$ cat src/rtl/rdac_spi_pkg.sv
package rdac_spi_pkg;
  localparam int OP_FIELD_W   = 4;
  localparam int ADDR_FIELD_W = 4;

  typedef enum logic [OP_FIELD_W-1:0] {
    OP_NOP         = 4'd0,
    OP_RELOAD_ONE  = 4'd1,
    OP_SAVE_ONE    = 4'd2,
    OP_STORE_WRITE = 4'd3,
    OP_REG_WRITE   = 4'd4,
    OP_RELOAD_BOTH = 4'd5
  } op_e;
endpackage

$ cat src/rtl/rdac_rst_sync.sv
module rdac_rst_sync (
  input  logic clk,
  input  logic rst_n_async,
  output logic rst_n_sync
);
  logic stage1;

  always_ff @(posedge clk or negedge rst_n_async) begin
    if (!rst_n_async) begin
      stage1     <= 1'b0;
      rst_n_sync <= 1'b0;
    end else begin
      stage1     <= 1'b1;
      rst_n_sync <= stage1;
    end
  end
endmodule

$ cat src/rtl/rdac_frame_rx.sv
module rdac_frame_rx #(
  parameter int WORD_W = 24,
  parameter int NIB    = 4
) (
  input  logic              clk,
  input  logic              rst_n,
  input  logic              sck,
  input  logic              cs_n,
  input  logic              mosi,
  output logic              frame_ok,
  output logic              bare_pulse,
  output logic [WORD_W-1:0] word,
  output logic              sdo
);
  localparam int CNT_W = $clog2(WORD_W);
  localparam logic [CNT_W-1:0] LAST_BIT = CNT_W'(WORD_W - 1);
  localparam logic [CNT_W-1:0] NIB_C    = CNT_W'(NIB);

  logic              sck_q, cs_q;
  logic [WORD_W-1:0] sr_q, sr_d;
  logic [CNT_W-1:0]  cnt_q, cnt_d;
  logic              seen_q, seen_d;
  logic              sck_rise, cs_rise, cs_fall, odd_len;

  assign sck_rise = sck & ~sck_q & ~cs_n;
  assign cs_rise  = cs_n & ~cs_q;
  assign cs_fall  = ~cs_n & cs_q;
  assign odd_len  = (cnt_q % NIB_C) != '0;

  always_comb begin
    sr_d   = sr_q;
    cnt_d  = cnt_q;
    seen_d = seen_q;
    if (cs_fall) begin
      cnt_d  = '0;
      seen_d = 1'b0;
    end else if (sck_rise) begin
      sr_d   = {sr_q[WORD_W-2:0], mosi};
      cnt_d  = (cnt_q == LAST_BIT) ? '0 : cnt_q + 1'b1;
      seen_d = 1'b1;
    end else if (cs_rise) begin
      cnt_d  = '0;
      seen_d = 1'b0;
      if (seen_q && odd_len) sr_d = '0;
    end
  end

  always_ff @(posedge clk or negedge rst_n) begin
    if (!rst_n) begin
      sck_q  <= 1'b0;
      cs_q   <= 1'b1;
      sr_q   <= '0;
      cnt_q  <= '0;
      seen_q <= 1'b0;
    end else begin
      sck_q  <= sck;
      cs_q   <= cs_n;
      sr_q   <= sr_d;
      cnt_q  <= cnt_d;
      seen_q <= seen_d;
    end
  end

  assign frame_ok   = cs_rise & seen_q & (cnt_q == '0);
  assign bare_pulse = cs_rise & ~seen_q;
  assign word       = sr_q;
  assign sdo        = sr_q[WORD_W-1];


  discard_clears_chk: assert property (@(posedge clk) disable iff (!rst_n)
    (cs_rise && seen_q && odd_len) |=> (sr_q == '0));


  idle_hold_chk: assert property (@(posedge clk) disable iff (!rst_n)
    (cs_n && cs_q) |=> $stable(sr_q));
endmodule

$ cat src/rtl/rdac_cmd_replay.sv
module rdac_cmd_replay #(
  parameter int WORD_W = 24
) (
  input  logic              clk,
  input  logic              rst_n,
  input  logic              frame_ok,
  input  logic              bare_pulse,
  input  logic [WORD_W-1:0] word,
  output logic              issue,
  output logic [WORD_W-1:0] issue_word
);
  logic [WORD_W-1:0] last_q, last_d;
  logic              have_q, have_d;

  assign issue      = frame_ok | (bare_pulse & have_q);
  assign issue_word = frame_ok ? word : last_q;

  always_comb begin
    last_d = last_q;
    have_d = have_q;
    if (frame_ok) begin
      last_d = word;
      have_d = 1'b1;
    end
  end

  always_ff @(posedge clk or negedge rst_n) begin
    if (!rst_n) begin
      last_q <= '0;
      have_q <= 1'b0;
    end else begin
      last_q <= last_d;
      have_q <= have_d;
    end
  end


  replay_needs_word_chk: assert property (@(posedge clk) disable iff (!rst_n)
    (bare_pulse && !have_q) |-> !issue);
endmodule

$ cat src/rtl/rdac_wiper_store.sv
module rdac_wiper_store
  import rdac_spi_pkg::*;
#(
  parameter int REG_W     = 10,
  parameter int DATA_W    = 16,
  parameter int MEM_DEPTH = 16
) (
  input  logic                    clk,
  input  logic                    rst_n,
  input  logic                    issue,
  input  logic [OP_FIELD_W-1:0]   op,
  input  logic [ADDR_FIELD_W-1:0] addr,
  input  logic [DATA_W-1:0]       data,
  input  logic                    wp_n,
  input  logic                    pr_n,
  output logic [REG_W-1:0]        ch0,
  output logic [REG_W-1:0]        ch1,
  output logic                    mem_we,
  output logic [$clog2(MEM_DEPTH)-1:0] mem_waddr,
  output logic [DATA_W-1:0]       mem_wdata
);
  localparam int ADDR_W = $clog2(MEM_DEPTH);
  localparam logic [REG_W-1:0]  MID      = REG_W'(1 << (REG_W - 1));
  localparam logic [DATA_W-1:0] MAX_CODE = DATA_W'((1 << REG_W) - 1);
  localparam logic [ADDR_W-1:0] RESERVED = ADDR_W'(MEM_DEPTH - 1);

  logic [REG_W-1:0]  ch_q [2];
  logic [REG_W-1:0]  ch_d [2];
  logic [DATA_W-1:0] mem_q [MEM_DEPTH];
  logic              wr_en;
  logic [ADDR_W-1:0] wr_addr;
  logic [DATA_W-1:0] wr_val;
  logic              sel;
  logic [ADDR_W-1:0] sel_addr;
  logic [ADDR_W-1:0] tgt_addr;

  function automatic logic [REG_W-1:0] clamp_code(input logic [DATA_W-1:0] v);
    if (v > MAX_CODE) return MAX_CODE[REG_W-1:0];
    return v[REG_W-1:0];
  endfunction

  assign sel      = addr[0];
  assign sel_addr = {{(ADDR_W-1){1'b0}}, sel};
  assign tgt_addr = addr[ADDR_W-1:0];

  always_comb begin
    ch_d    = ch_q;
    wr_en   = 1'b0;
    wr_addr = '0;
    wr_val  = '0;
    if (!pr_n) begin
      ch_d[0] = clamp_code(mem_q[0]);
      ch_d[1] = clamp_code(mem_q[1]);
    end else if (issue) begin
      case (op)
        OP_RELOAD_ONE:  ch_d[sel] = clamp_code(mem_q[sel_addr]);
        OP_RELOAD_BOTH: begin
          ch_d[0] = clamp_code(mem_q[0]);
          ch_d[1] = clamp_code(mem_q[1]);
        end
        OP_REG_WRITE:   if (wp_n) ch_d[sel] = clamp_code(data);
        OP_SAVE_ONE:    if (wp_n) begin
          wr_en   = 1'b1;
          wr_addr = sel_addr;
          wr_val  = DATA_W'(ch_q[sel]);
        end
        OP_STORE_WRITE: if (wp_n && (tgt_addr != RESERVED)) begin
          wr_en   = 1'b1;
          wr_addr = tgt_addr;
          wr_val  = data;
        end
        default: ;
      endcase
    end
  end

  always_ff @(posedge clk or negedge rst_n) begin
    if (!rst_n) begin
      ch_q[0]   <= MID;
      ch_q[1]   <= MID;
      mem_we    <= 1'b0;
      mem_waddr <= '0;
      mem_wdata <= '0;
      for (int i = 0; i < MEM_DEPTH; i++)
        mem_q[i] <= (i < 2) ? DATA_W'(MID) : '0;
    end else begin
      ch_q[0] <= ch_d[0];
      ch_q[1] <= ch_d[1];
      mem_we  <= wr_en;
      if (wr_en) begin
        mem_waddr      <= wr_addr;
        mem_wdata      <= wr_val;
        mem_q[wr_addr] <= wr_val;
      end
    end
  end

  assign ch0 = ch_q[0];
  assign ch1 = ch_q[1];


  wp_no_strobe_chk: assert property (@(posedge clk) disable iff (!rst_n)
    !wp_n |=> !mem_we);


  reserved_word_chk: assert property (@(posedge clk) disable iff (!rst_n)
    mem_we |-> (mem_waddr != RESERVED));


  preset_load_chk: assert property (@(posedge clk) disable iff (!rst_n)
    !pr_n |=> (ch_q[0] == clamp_code($past(mem_q[0]))) && (ch_q[1] == clamp_code($past(mem_q[1]))));
endmodule

$ cat src/rtl/rdac_spi_frontend.sv
module rdac_spi_frontend
  import rdac_spi_pkg::*;
#(
  parameter int WORD_W    = 24,
  parameter int REG_W     = 10,
  parameter int DATA_W    = 16,
  parameter int MEM_DEPTH = 16
) (
  input  logic                         clk,
  input  logic                         rst_n,
  input  logic                         spi_sck,
  input  logic                         spi_cs_n,
  input  logic                         spi_mosi,
  output logic                         spi_miso,
  output logic                         spi_miso_oe,
  input  logic                         wp_n,
  input  logic                         pr_n,
  output logic [REG_W-1:0]             ch0_code,
  output logic [REG_W-1:0]             ch1_code,
  output logic                         mem_we,
  output logic [$clog2(MEM_DEPTH)-1:0] mem_waddr,
  output logic [DATA_W-1:0]            mem_wdata
);
  localparam int OP_LSB   = WORD_W - OP_FIELD_W;
  localparam int ADDR_LSB = OP_LSB - ADDR_FIELD_W;

  logic              rst_n_i;
  logic              frame_ok, bare_pulse, issue;
  logic [WORD_W-1:0] word, issue_word;

  rdac_rst_sync u_rst (
    .clk         (clk),
    .rst_n_async (rst_n),
    .rst_n_sync  (rst_n_i)
  );

  rdac_frame_rx #(.WORD_W(WORD_W), .NIB(4)) u_rx (
    .clk        (clk),
    .rst_n      (rst_n_i),
    .sck        (spi_sck),
    .cs_n       (spi_cs_n),
    .mosi       (spi_mosi),
    .frame_ok   (frame_ok),
    .bare_pulse (bare_pulse),
    .word       (word),
    .sdo        (spi_miso)
  );

  rdac_cmd_replay #(.WORD_W(WORD_W)) u_replay (
    .clk        (clk),
    .rst_n      (rst_n_i),
    .frame_ok   (frame_ok),
    .bare_pulse (bare_pulse),
    .word       (word),
    .issue      (issue),
    .issue_word (issue_word)
  );

  rdac_wiper_store #(.REG_W(REG_W), .DATA_W(DATA_W), .MEM_DEPTH(MEM_DEPTH)) u_store (
    .clk       (clk),
    .rst_n     (rst_n_i),
    .issue     (issue),
    .op        (issue_word[WORD_W-1:OP_LSB]),
    .addr      (issue_word[OP_LSB-1:ADDR_LSB]),
    .data      (issue_word[DATA_W-1:0]),
    .wp_n      (wp_n),
    .pr_n      (pr_n),
    .ch0       (ch0_code),
    .ch1       (ch1_code),
    .mem_we    (mem_we),
    .mem_waddr (mem_waddr),
    .mem_wdata (mem_wdata)
  );

  assign spi_miso_oe = ~spi_cs_n;


  exec_at_cs_high_chk: assert property (@(posedge clk) disable iff (!rst_n_i)
    issue |-> spi_cs_n);
endmodule

$ cat config.mk
export PLATFORM = sky130hd
export DESIGN_NAME = rdac_spi_frontend
export DESIGN_NICKNAME = d
export VERILOG_FILES = /design/src/rtl/rdac_spi_pkg.sv /design/src/rtl/rdac_rst_sync.sv /design/src/rtl/rdac_frame_rx.sv /design/src/rtl/rdac_cmd_replay.sv /design/src/rtl/rdac_wiper_store.sv /design/src/rtl/rdac_spi_frontend.sv
export SDC_FILE = /design/constraint.sdc
export NUM_CORES = 1
export LEC_CHECK = 0
export ABC_AREA = 1
export BUFFER_PORTS_ARGS = -buffer_cell sky130_fd_sc_hd__buf_2
export CAP_MARGIN = 20
export CORE_ASPECT_RATIO = 1.5
export CORE_UTILIZATION = 55
export CTS_CLUSTER_SIZE = 40
export DETAILED_ROUTE_END_ITERATION = 12
export HOLD_SLACK_MARGIN = 0.05
export PLACE_DENSITY = 0.81
export REMOVE_ABC_BUFFERS = 1
export SKIP_LAST_GASP = 1
export SYNTH_ARGS = -nofsm -noshare
export SYNTH_HDL_FRONTEND = slang
export SYNTH_SLANG_ARGS = --single-unit
$ cat constraint.sdc
create_clock -name clk -period 10.7 [get_ports clk]
set_input_delay 0 -clock clk [delete_from_list [all_inputs] [get_ports clk]]
set_output_delay 0 -clock clk [all_outputs]
set_load 0.01 [all_outputs]
==> flow_summary.json <==
{
  "status": "finished clean",
  "layout_min_cycle_time_ns": 3.56,
  "maxCapViolations": 0,
  "end_kind": "register",
  "rsz0062_at_grt": "no",
  "clkLatencyLatePin_ns": 0.42,
  "vias": 6730,
  "cts_sinks": 132,
  "yosys_warnings": 0,
  "power_density_mw_per_mm2": 215,
  "worst_pin_slew_ns": 1.06,
  "cp_data_required_time_ns": 11.05,
  "drc": 0,
  "cts_inserted_buffers": 17,
  "avgRoutedWirePerCell_um": 16.5,
  "startpoint_type": "register",
  "drtAntennaViolNets": 0,
  "insertedDiodeCount": 0,
  "gp_congestion": 0.858,
  "htreeDepth": 4,
  "holdCritPathClass": "in2reg",
  "setup_viol": 0,
  "syn_inst": 979,
  "max_freq_mhz": 281,
  "synth-seq-cells": 132,
  "cts.clk_slew.worst_paths_ns": 0.06,
  "cp.arrival_ns": 3.91,
  "finClkSkew_ns": 0.0118,
  "placedCellCount": 1144,
  "grtUsageMet2_pct": 51.8,
  "grt_util_met1_pct": 38.1,
  "ir_drop_mv": 0.128,
  "drtIter0Drc": 699,
  "ys.flop_type": "dfrtp_1",
  "layout.nets": 1024,
  "viasPerCell": 5.69,
  "syn_avg_cell_area_um2": 7.32,
  "dpl.hpwl_mm": 12.3,
  "leakagePower_nw": 4.19,
  "wl_mm": 19.5,
  "seq_area_frac_synth_pct": 46.2,
  "cts_buffer_depth": 2,
  "dr.pass1.iters": 8,
  "root_buffer": "clkbuf_16",
  "hold_ws_ns": 0.147,
  "grt_pass1_wl_mm": 32.2,
  "async_flop_share_pct": 100,
  "fp.dieArea_mm2": 0.0135,
  "grt-ovfl-total": 0,
  "layout-drive-gt1-share_pct": 13.3,
  "core_mm2": 0.0126,
  "stdcell_count": 1182,
  "crit_type": "reg2reg",
  "met3_usage_pct": 6.00,
  "synth_edf_count": 0,
  "floorplan.initialDensity_pct": 57.0,
  "hold_viol": 0,
  "fp.dieW_um": 95.2,
  "area_growth_pct": 12.6,
  "synth.distinct_cells": 39,
  "setup_tns_ns": 0,
  "gr-max-usage-layer": "met2",
  "relSlewSlack_pct": 29.0,
  "cts_setup_buffers": 0,
  "grtUsageTotal_pct": 31.4,
  "fp-row-count": 50,
  "tritoncts": "yes",
  "portBuffers": 49,
  "cts_resized": 0,
  "io_pins": 50,
  "worstPathMaxFanout": 46,
  "syn_area_mm2": 0.00717,
  "min_period_over_period_pct": 33.3,
  "antenna_found_initial": 0,
  "grt_pass1_vias": 6590,
  "drv_slew": 0,
  "grt_max_degree": 78,
  "die_height_um": 142
}
metrics by stage:
stage / cell area, um2 / setup WS [ns] / power [mW] / util, %
global route: 8070 / 6.80 / 1.83 / 64.2
global placement: 7430 / 7.36 / 1.13 / 59.1
CTS: 8070 / 7.21 / 1.73 / 64.2
finish: 8070 / 7.14 / 1.73 / 64.2
floorplan: 6950 / 6.76 / 1.00 / -
detailed placement: 7430 / 7.29 / 1.14 / 59.1
cells by family after synthesis:
group,Yosys count,synth area share [%]
buffers and inverters,158,8.99
other,1,0.0523
and+or+nand+nor,535,32.1
adders and majority gates,4,0.698
DFF,132,46.2
AOI/OAI and AO/OA,149,12.0
synth_stat cells, types with 5 or more instances:
| library cell | number | area [um2] |
|---|---|---|
| inv_2 | 7 | 26.3 |
| nor2_2 | 14 | 87.6 |
| clkbuf_1 | 27 | 101 |
| dfrtp_1 | 127 | 3180 |
| buf_2 | 8 | 40.0 |
| o21ai_0 | 61 | 305 |
| o22ai_1 | 25 | 156 |
| o21bai_1 | 16 | 120 |
| inv_1 | 102 | 383 |
| dfstp_2 | 5 | 131 |
| clkinv_1 | 5 | 18.8 |
| nand3_1 | 87 | 435 |
| a21oi_1 | 34 | 170 |
| nor2_4 | 7 | 78.8 |
| nand2_1 | 312 | 1170 |
| nor2_1 | 94 | 353 |
| nand4_1 | 6 | 37.5 |
cell usage in the layout (no fill, tap or decap), drive strengths merged:
cell type,count
clkbuf,17
dfrtp,127
clkinvlp,4
nand3,91
a21oi,36
o21bai,16
nor3,2
nor4,1
bufinv,2
conb,1
dlygate4sd3,6
or2,1
a22oi,1
nor2,115
o211ai,1
clkinv,11
dfstp,5
nand2,318
nand4,7
o21a,2
ha,4
o21ai,67
o22ai,25
buf,53
inv,112
o31ai,1
path summary, 6_finish.rpt:
path	start	end	slack [ns]	cells past startpoint
max	u_rx.cnt_q[0]	u_store.mem_q[238]	7.14	15
max reg2reg	u_rx.cnt_q[0]	u_store.mem_q[238]	7.14	15
max in group asynchronous	u_rst.rst_n_sync	u_store.mem_q[229]	8.89	1
min	pr_n	u_store.ch1[9]	0.15	5
min in group asynchronous	u_rst.rst_n_sync	u_rx.word[18]	0.38	0
min reg2reg	u_rst.stage1	u_rst.rst_n_sync	0.37	0
layout make-up:
cell class                      instances  area, um2
Inverter                              114        428
Fill cell                            1096       4500
Tap cell                              156        195
Timing Repair Buffer                   59        335
Clock buffer                           17        425
Sequential cell                       132       3310
Multi-Input combinational cell        689       3220
Clock inverter                         15        158
per-layer routing:
metal / part of all wire (%) / routed length [um]
met3: 6.6 / 1280
met2: 51 / 9950
met1: 39 / 7570
met4: 3.8 / 750
met5: 0 / 0
where the power goes:
group / internal (mW) / total, mW / switching (mW) / leakage, nW
sequential: 0.602 / 0.658 / 0.0564 / 1.66
combinational: 0.154 / 0.496 / 0.342 / 2.25
clock: 0.344 / 0.581 / 0.236 / 0.276
registers in the layout, summed over array words and instances (netlist names):
signal and flops:
u_rx.cs_q 1, u_replay.have_q 1, u_rx.word 24, u_rx.sck_q 1
u_store.mem_waddr 4, u_store.mem_wdata 16, u_store.ch1 10, u_store.mem_we 1
u_rx.cnt_q 5, u_rx.seen_q 1, u_store.mem_q 32, u_store.ch0 10
u_rst.stage1 1, u_replay.last_q 24, u_rst.rst_n_sync 1
critical path, stage by stage, from the launching register on:
cell and delay, ns:
dfrtp_1 0.40, inv_1 0.06, ha_1 0.21, nand2_1 0.13, inv_1 0.09, nand3_4 0.38, nand2_1 0.12, nand2_1 0.11
nor2_1 0.06, nand2_1 0.13, nand2_1 0.06, nor2_1 0.74, nand2_1 0.48, nor2_1 0.27, nand3_1 0.11, nand2_1 0.12
repair_timing:
| item | CTS | global route |
|---|---|---|
| hold buffers | 6 | 0 |
| hold endpoints to repair | 8 | 0 |
| endpoints found under the setup margin | 0 | 0 |
No activity file was read; power rests on OpenSTA's default activity.
